===== config.mk =====
export PLATFORM = sky130hd
export DESIGN_NAME = tlb_xlate
export DESIGN_NICKNAME = d
export VERILOG_FILES = /design/src/rtl/tlb_pkg.sv /design/src/rtl/tlb_bank.sv /design/src/rtl/tlb_attr.sv /design/src/rtl/tlb_xlate.sv
export SDC_FILE = /design/constraint.sdc
export NUM_CORES = 2
export LEC_CHECK = 0
export ABC_AREA = 0
export BUFFER_PORTS_ARGS = -buffer_cell sky130_fd_sc_hd__buf_2
export CORE_ASPECT_RATIO = 1.4
export CORE_MARGIN = 8
export CORE_UTILIZATION = 68
export DETAILED_ROUTE_END_ITERATION = 10
export PLACE_DENSITY_LB_ADDON = 0.12
export SKIP_LAST_GASP = 1
export SLEW_MARGIN = 25
export SYNTH_ARGS = -nofsm -noshare
export SYNTH_HDL_FRONTEND = slang
export SYNTH_SLANG_ARGS = --single-unit

===== constraint.sdc =====
create_clock -name clk -period 7.4 [get_ports clk]
set_input_delay 0.74 -clock clk [delete_from_list [all_inputs] [get_ports clk]]
set_output_delay 0.74 -clock clk [all_outputs]
set_load 0.01 [all_outputs]

===== src/rtl/tlb_pkg.sv =====
package tlb_pkg;
   typedef enum logic [1:0] {
      POL_COPYBACK = 2'b00,
      POL_WRTHRU   = 2'b01,
      POL_RSVD     = 2'b10,
      POL_NOCACHE  = 2'b11
   } pol_e;
endpackage


===== src/rtl/tlb_bank.sv =====
module tlb_bank
   import tlb_pkg::*;
#(
   parameter int VPN_W = 20,
   parameter int PPN_W = 20,
   parameter int PID_W = 8,
   parameter int SETS  = 16,
   parameter int WAYS  = 2,
   localparam int IDX_W = $clog2(SETS),
   localparam int TAG_W = VPN_W - IDX_W,
   localparam int WAY_W = $clog2(WAYS)
) (
   input  logic             clk,
   input  logic             rst_n,
   input  logic [IDX_W-1:0] lk_set,
   input  logic [TAG_W-1:0] lk_tag,
   input  logic [PID_W-1:0] lk_pid,
   input  logic             wr_en,
   input  logic [IDX_W-1:0] wr_set,
   input  logic [WAY_W-1:0] wr_way,
   input  logic [TAG_W-1:0] wr_tag,
   input  logic [PID_W-1:0] wr_pid,
   input  logic             wr_vld,
   input  logic             wr_glb,
   input  logic [PPN_W-1:0] wr_ppn,
   input  pol_e             wr_pol,
   input  logic             wr_nar,
   input  logic             wr_par,
   input  logic             lru_we,
   input  logic [WAY_W-1:0] lru_wval,
   output logic             bk_hit,
   output logic             bk_multi,
   output logic [WAY_W-1:0] bk_way,
   output logic [PPN_W-1:0] bk_ppn,
   output pol_e             bk_pol,
   output logic             bk_nar,
   output logic             bk_par,
   output logic [WAY_W-1:0] bk_lru
);

   if (WAYS != 2) begin : g_bad_ways
      $error("tlb_bank: one replacement bit per set needs WAYS == 2");
   end
   if ((1 << IDX_W) != SETS) begin : g_bad_sets
      $error("tlb_bank: SETS must be a power of two");
   end
   if (TAG_W < 1) begin : g_bad_tag
      $error("tlb_bank: VPN_W must exceed the index width");
   end

   logic [WAYS-1:0]  vld_q [SETS];
   logic [TAG_W-1:0] tag_q [SETS][WAYS];
   logic [PID_W-1:0] pid_q [SETS][WAYS];
   logic             glb_q [SETS][WAYS];
   logic [PPN_W-1:0] ppn_q [SETS][WAYS];
   pol_e             pol_q [SETS][WAYS];
   logic             nar_q [SETS][WAYS];
   logic             par_q [SETS][WAYS];
   logic [WAY_W-1:0] lru_q [SETS];
   logic [WAYS-1:0]  way_match;
   logic [WAY_W-1:0] win;

   for (genvar w = 0; w < WAYS; w++) begin : g_way
      assign way_match[w] = vld_q[lk_set][w]
                         && (tag_q[lk_set][w] == lk_tag)
                         && (glb_q[lk_set][w] || (pid_q[lk_set][w] == lk_pid));
   end

   always_comb begin
      win = '0;
      for (int w = WAYS - 1; w >= 0; w--) begin
         if (way_match[w]) win = w[WAY_W-1:0];
      end
   end

   assign bk_hit   = |way_match;
   assign bk_multi = $countones(way_match) > 1;
   assign bk_way   = win;
   assign bk_ppn   = ppn_q[lk_set][win];
   assign bk_pol   = pol_q[lk_set][win];
   assign bk_nar   = nar_q[lk_set][win];
   assign bk_par   = par_q[lk_set][win];
   assign bk_lru   = lru_q[lk_set];

   always_ff @(posedge clk or negedge rst_n) begin
      if (!rst_n) begin
         for (int s = 0; s < SETS; s++) vld_q[s] <= '0;
      end else if (wr_en) begin
         vld_q[wr_set][wr_way] <= wr_vld;
      end
   end

   always_ff @(posedge clk) begin
      if (wr_en) begin
         tag_q[wr_set][wr_way] <= wr_tag;
         pid_q[wr_set][wr_way] <= wr_pid;
         glb_q[wr_set][wr_way] <= wr_glb;
         ppn_q[wr_set][wr_way] <= wr_ppn;
         pol_q[wr_set][wr_way] <= wr_pol;
         nar_q[wr_set][wr_way] <= wr_nar;
         par_q[wr_set][wr_way] <= wr_par;
      end
   end

   always_ff @(posedge clk or negedge rst_n) begin
      if (!rst_n) begin
         for (int s = 0; s < SETS; s++) lru_q[s] <= '0;
      end else if (lru_we) begin
         lru_q[lk_set] <= lru_wval;
      end
   end

   // a written valid bit is in place after the edge
   a_r11_write_lands: assert property (@(posedge clk) disable iff (!rst_n)
      wr_en |=> vld_q[$past(wr_set)][$past(wr_way)] == $past(wr_vld));

   // replacement bit takes the value requested by the lookup
   a_r9_lru_follows: assert property (@(posedge clk) disable iff (!rst_n)
      lru_we |=> lru_q[$past(lk_set)] == $past(lru_wval));

   // a multiple match is always a match
   a_r12_multi_is_hit: assert property (@(posedge clk) disable iff (!rst_n)
      bk_multi |-> bk_hit);

endmodule


===== src/rtl/tlb_attr.sv =====
module tlb_attr
   import tlb_pkg::*;
(
   input  logic       xlat_en,
   input  logic       hit_any,
   input  pol_e       pol,
   input  logic       nar,
   input  logic       par,
   input  logic       word32,
   input  logic       odd_cfg,
   output logic [1:0] policy,
   output logic       noncache,
   output logic       narrow,
   output logic       split_xfer,
   output logic       par_chk,
   output logic       par_odd,
   output logic       attr_err
);
   logic use_entry;

   assign use_entry  = xlat_en && hit_any;
   assign policy     = use_entry ? pol : POL_COPYBACK;
   assign noncache   = use_entry && ((pol == POL_NOCACHE) || nar);
   assign narrow     = use_entry && nar;
   assign split_xfer = narrow && word32;
   assign par_chk    = use_entry && par;
   assign par_odd    = par_chk && odd_cfg;
   assign attr_err   = use_entry && (pol == POL_RSVD);
endmodule


===== src/rtl/tlb_xlate.sv =====
module tlb_xlate
   import tlb_pkg::*;
#(
   parameter int VPN_W = 20,
   parameter int PPN_W = 20,
   parameter int PID_W = 8,
   parameter int SETS  = 16,
   parameter int WAYS  = 2,
   parameter int BANKS = 2,
   localparam int IDX_W = $clog2(SETS),
   localparam int TAG_W = VPN_W - IDX_W,
   localparam int WAY_W = $clog2(WAYS),
   localparam int BK_W  = $clog2(BANKS)
) (
   input  logic             clk,
   input  logic             rst_n,
   input  logic             xlat_en,
   input  logic             lk_valid,
   input  logic [VPN_W-1:0] lk_vpn,
   input  logic [PID_W-1:0] cur_pid,
   input  logic             lk_word32,
   input  logic             par_odd_cfg,
   input  logic             wr_en,
   input  logic [BK_W-1:0]  wr_bank,
   input  logic [IDX_W-1:0] wr_set,
   input  logic [WAY_W-1:0] wr_way,
   input  logic [TAG_W-1:0] wr_tag,
   input  logic [PID_W-1:0] wr_pid,
   input  logic             wr_vld,
   input  logic             wr_glb,
   input  logic [PPN_W-1:0] wr_ppn,
   input  logic [1:0]       wr_policy,
   input  logic             wr_narrow,
   input  logic             wr_par_en,
   output logic             hit,
   output logic             multi_hit,
   output logic [BK_W-1:0]  hit_bank,
   output logic [WAY_W-1:0] hit_way,
   output logic [PPN_W-1:0] ppn_out,
   output logic [1:0]       policy,
   output logic             noncache,
   output logic             narrow,
   output logic             split_xfer,
   output logic             par_chk,
   output logic             par_odd,
   output logic             attr_err,
   output logic [BANKS-1:0] repl_way
);

   if (PPN_W != VPN_W) begin : g_bad_ppn
      $error("tlb_xlate: pass-through needs PPN_W == VPN_W");
   end
   if (BANKS < 2 || (1 << BK_W) != BANKS) begin : g_bad_banks
      $error("tlb_xlate: BANKS must be a power of two, at least 2");
   end

   logic [IDX_W-1:0] set_idx;
   logic [TAG_W-1:0] tag_cmp;
   logic             look, any;
   logic [BK_W-1:0]  win_b;
   logic [WAY_W-1:0] win_way;

   logic [BANKS-1:0] bk_hit, bk_multi, lru_we;
   logic [WAY_W-1:0] bk_way   [BANKS];
   logic [WAY_W-1:0] bk_lru   [BANKS];
   logic [WAY_W-1:0] lru_wval [BANKS];
   logic [PPN_W-1:0] bk_ppn   [BANKS];
   pol_e             bk_pol   [BANKS];
   logic             bk_nar   [BANKS];
   logic             bk_par   [BANKS];

   assign set_idx = lk_vpn[IDX_W-1:0];
   assign tag_cmp = lk_vpn[VPN_W-1:IDX_W];
   assign look    = lk_valid && xlat_en;
   assign any     = |bk_hit;

   always_comb begin
      win_b = '0;
      for (int b = BANKS - 1; b >= 0; b--) begin
         if (bk_hit[b]) win_b = b[BK_W-1:0];
      end
   end
   assign win_way = bk_way[win_b];

   for (genvar b = 0; b < BANKS; b++) begin : g_bank
      assign lru_we[b]   = look && (!any || (win_b == BK_W'(b)));
      assign lru_wval[b] = any ? ~win_way : ~bk_lru[b];
      assign repl_way[b] = bk_lru[b];

      tlb_bank #(
         .VPN_W(VPN_W), .PPN_W(PPN_W), .PID_W(PID_W),
         .SETS(SETS), .WAYS(WAYS)
      ) u_bank (
         .clk      (clk),
         .rst_n    (rst_n),
         .lk_set   (set_idx),
         .lk_tag   (tag_cmp),
         .lk_pid   (cur_pid),
         .wr_en    (wr_en && (wr_bank == BK_W'(b))),
         .wr_set   (wr_set),
         .wr_way   (wr_way),
         .wr_tag   (wr_tag),
         .wr_pid   (wr_pid),
         .wr_vld   (wr_vld),
         .wr_glb   (wr_glb),
         .wr_ppn   (wr_ppn),
         .wr_pol   (pol_e'(wr_policy)),
         .wr_nar   (wr_narrow),
         .wr_par   (wr_par_en),
         .lru_we   (lru_we[b]),
         .lru_wval (lru_wval[b]),
         .bk_hit   (bk_hit[b]),
         .bk_multi (bk_multi[b]),
         .bk_way   (bk_way[b]),
         .bk_ppn   (bk_ppn[b]),
         .bk_pol   (bk_pol[b]),
         .bk_nar   (bk_nar[b]),
         .bk_par   (bk_par[b]),
         .bk_lru   (bk_lru[b])
      );
   end

   assign hit       = xlat_en ? any : 1'b1;
   assign multi_hit = xlat_en && ((|bk_multi) || ($countones(bk_hit) > 1));
   assign hit_bank  = (xlat_en && any) ? win_b : '0;
   assign hit_way   = (xlat_en && any) ? win_way : '0;
   assign ppn_out   = !xlat_en ? lk_vpn : (any ? bk_ppn[win_b] : '0);

   tlb_attr u_attr (
      .xlat_en    (xlat_en),
      .hit_any    (any),
      .pol        (bk_pol[win_b]),
      .nar        (bk_nar[win_b]),
      .par        (bk_par[win_b]),
      .word32     (lk_word32),
      .odd_cfg    (par_odd_cfg),
      .policy     (policy),
      .noncache   (noncache),
      .narrow     (narrow),
      .split_xfer (split_xfer),
      .par_chk    (par_chk),
      .par_odd    (par_odd),
      .attr_err   (attr_err)
   );

   // disabled translation passes the page through as copy-back
   a_r8_passthru: assert property (@(posedge clk) disable iff (!rst_n)
      !xlat_en |-> hit && (ppn_out == lk_vpn) && (policy == 2'b00) && !noncache && !multi_hit);

   // a narrow page is never cached
   a_r5_narrow_nc: assert property (@(posedge clk) disable iff (!rst_n)
      (xlat_en && hit && narrow) |-> noncache);

   // split transfers only for 32-bit accesses to narrow pages
   a_r6_split: assert property (@(posedge clk) disable iff (!rst_n)
      split_xfer |-> (narrow && lk_word32));

   // reserved-policy error only on a translated hit holding 10
   a_r4_rsvd: assert property (@(posedge clk) disable iff (!rst_n)
      attr_err |-> (xlat_en && hit && policy == 2'b10));

   // a multiple match reports a hit
   a_r12_multi_hit: assert property (@(posedge clk) disable iff (!rst_n)
      multi_hit |-> hit);

endmodule


==> impl_metrics.tcl <==
set metrics [dict create \
    drt_iter0_drc 10562 \
    ys_ff_latch 3232 \
    port_buffers 124 \
    whs_ps 204 \
    grt_pass1_vias 64769 \
    grt_max_degree 105 \
    syn_area_um2 127000 \
    drt_pre_antenna_iters 6 \
    die_h_um 526 \
    die_width_um 381 \
    gr-total-overflow 0 \
    finish.utilization_pct 75.8 \
    area_growth_pct 11.0 \
    max_cap_viol_count 0 \
    hold_viol_final 0 \
    rows 187 \
    dieArea_um2 200000 \
    ys_seq_area_share_pct 76.3 \
    max-slew-margin-rel_pct 19.2 \
    yosysMostFrequentCell "edfxtp_1" \
    clk_latency_ps 930 \
    antenna_found_initial 41 \
    ys.flop_type "edfxtp_1" \
    crit_fanout 49 \
    required_ps 6660 \
    setup_violations 0 \
    clock-root-buffer "clkbuf_16" \
    post-route-min-period_ps 7100 \
    synth_cell_types 80 \
    drt-wirelength-per-cell_um 42.6 \
    cts_buffers 302 \
    status "complete, no violations" \
    drc 0 \
    clock_sinks 3232 \
    startpoint_type "input port" \
    p_leak_uw 0.0447 \
    synth-edff-count 3136 \
    tritoncts "done" \
    tightest_slew_ps 1210 \
    routed_via_density 7.54 \
    via_count 64383 \
    cts_setup_buffers 0 \
    synth_top_area_share_pct 74.4 \
    worstSetupPathType "input port to primary output" \
    power.density_nw_per_um2 267 \
    finalSetupTns_ps 0 \
    htree_levels 5 \
    hp-class "input port to flop" \
    slew_violations 0 \
    skew_ps 43.4 \
    max_freq_mhz 141 \
    p_total_uw 37500 \
    end_kind "primary output" \
    io_pins 125 \
    grt_use_total_pct 36.1 \
    core-area_um2 185000 \
    yosys.area.top_type "edfxtp_1" \
    rsz0062_at_grt "false" \
    grt_pass1_wl_um 501000 \
    drive_gt1_share_pct 29.7 \
    hpwl_um 198000 \
    antenna_left 0 \
    netlist_instances 5521 \
    syn_avg_cell_area_um2 22.9 \
    synth_top_cells_by_area "edfxtp_1 74%, mux4_2 15%, mux2i_1 2.4%, dfrtp_1 1.9%, mux2_2 1.2%" \
    yosys_warnings 0 \
    routabilityCongestion 0.907 \
    synth-async-reset-ratio_pct 2.97 \
    cp.arrival_ps 6360 \
    totalWireLength_um 364000 \
    ir_drop_mv 0.276 \
    cts_buffer_depth 4 \
    post-route-period-util_pct 96.0 \
    synth_common_cells "3136 x edfxtp_1, 839 x mux4_2, 304 x mux2i_1" \
    initial_core_util_pct 68.3 \
    clkTransAtPathRegs_ps 70 \
    nets 5948 \
    syn-num-nets 5612 \
]
final timing paths:
kind | slack [ps] | cells past startpoint | start | to
min | 200 | 1 | wr_ppn[3] | g_bank[1].u_bank.ppn_q[0][23]
max reg2reg | 2430 | 11 | g_bank[0].u_bank.pid_q[11][9] | g_bank[0].u_bank.lru_q[6]
min reg2reg | 500 | 1 | g_bank[0].u_bank.lru_q[12] | g_bank[0].u_bank.lru_q[12]
max in group asynchronous | 5880 | 3 | rst_n | g_bank[0].u_bank.lru_q[8]
min in group asynchronous | 330 | 2 | rst_n | g_bank[0].u_bank.vld_q[25]
max | 300 | 13 | lk_vpn[1] | ppn_out[13]
placed cells by master, fill, tap and decap left out, types with 56 or more instances in the layout:
master,netlist,final
a22oi_1,62,62
buf_2,97,93
buf_4,44,197
clkbuf_1,98,64
clkbuf_16,0,307
clkinv_1,2,56
dfrtp_1,96,96
edfxtp_1,3136,3136
mux2_2,135,135
mux2i_1,304,304
mux4_2,839,839
nand2_1,68,67
nor2_4,0,65
xnor2_1,68,68
layer usage:
metal | global-route usage (%) | share of wire, % | vias to the layer above
li1 | - | - | 24105
met1 | 45.9 | 32 | 33577
met3 | 9.07 | 13 | 1234
met4 | 21.0 | 7.4 | 26
met2 | 57.6 | 48 | 5441
met5 | 0 | 0.048 | -
critical path, stage by stage:
cell       delay (ps)
buf_8             470
buf_4             470
mux4_2            560
mux2i_1           180
xnor2_1            90
nor3_1            730
a32oi_1           490
o41a_1            550
or3_1             470
nand4_1           470
nand2_2           520
o2bb2ai_1         380
buf_2             190
power by group:
group / leakage (uW) / switching (uW) / total, uW / internal [uW]
Combinational: 0.0108 / 1350 / 2230 / 881
Clock: 0.00447 / 6540 / 14900 / 8340
Sequential: 0.0295 / 90.8 / 20400 / 20300
flip-flops by register name, indices dropped and copies added, names as in the netlist:
name                 flops
g_bank.u_bank.ppn_q   1280
g_bank.u_bank.tag_q   1024
g_bank.u_bank.pid_q    512
g_bank.u_bank.pol_q    128
g_bank.u_bank.glb_q     64
g_bank.u_bank.nar_q     64
g_bank.u_bank.par_q     64
g_bank.u_bank.vld_q     64
g_bank.u_bank.lru_q     32
stage by stage:
step	area, um^2	worst slack (ps)	instances
final	141000	296	8537
after global routing	141000	219	8524
after CTS	140000	375	8515
after detailed placement	131000	453	8006
after global placement	131000	507	7996
after floorplan	127000	2290	5521
area by class of cell:
cell class              count  area, um^2
well taps                2457        3070
multi-input cells        1968       28700
inverters                   9        41.3
clock inverters           135        1190
clock buffers             373        7950
repair buffers            344        3020
flip-flops and latches   3232       96600
fillers                  9585       44800
diodes                     19        47.5
timing repair:
item | 4_1_cts | 5_1_grt
hold endpoints to repair | 32 | 0
hold buffers | 1 | 0
gates resized for setup | 0 | 0
logic make-up (layout without fill, tap and decap cells):
kind of cell	Yosys count	count (layout)	synth area share, %
other	0	19	0
xor gates and xnor gates	110	110	0.761
muxes	1288	1288	18.6
AOI/OAI and AO/OA	223	223	1.37
buffers and inverters	321	861	1.49
DFF	3232	3232	76.3
and+or+nand+nor	347	347	1.44
No activity file was read; power rests on OpenSTA's default activity.
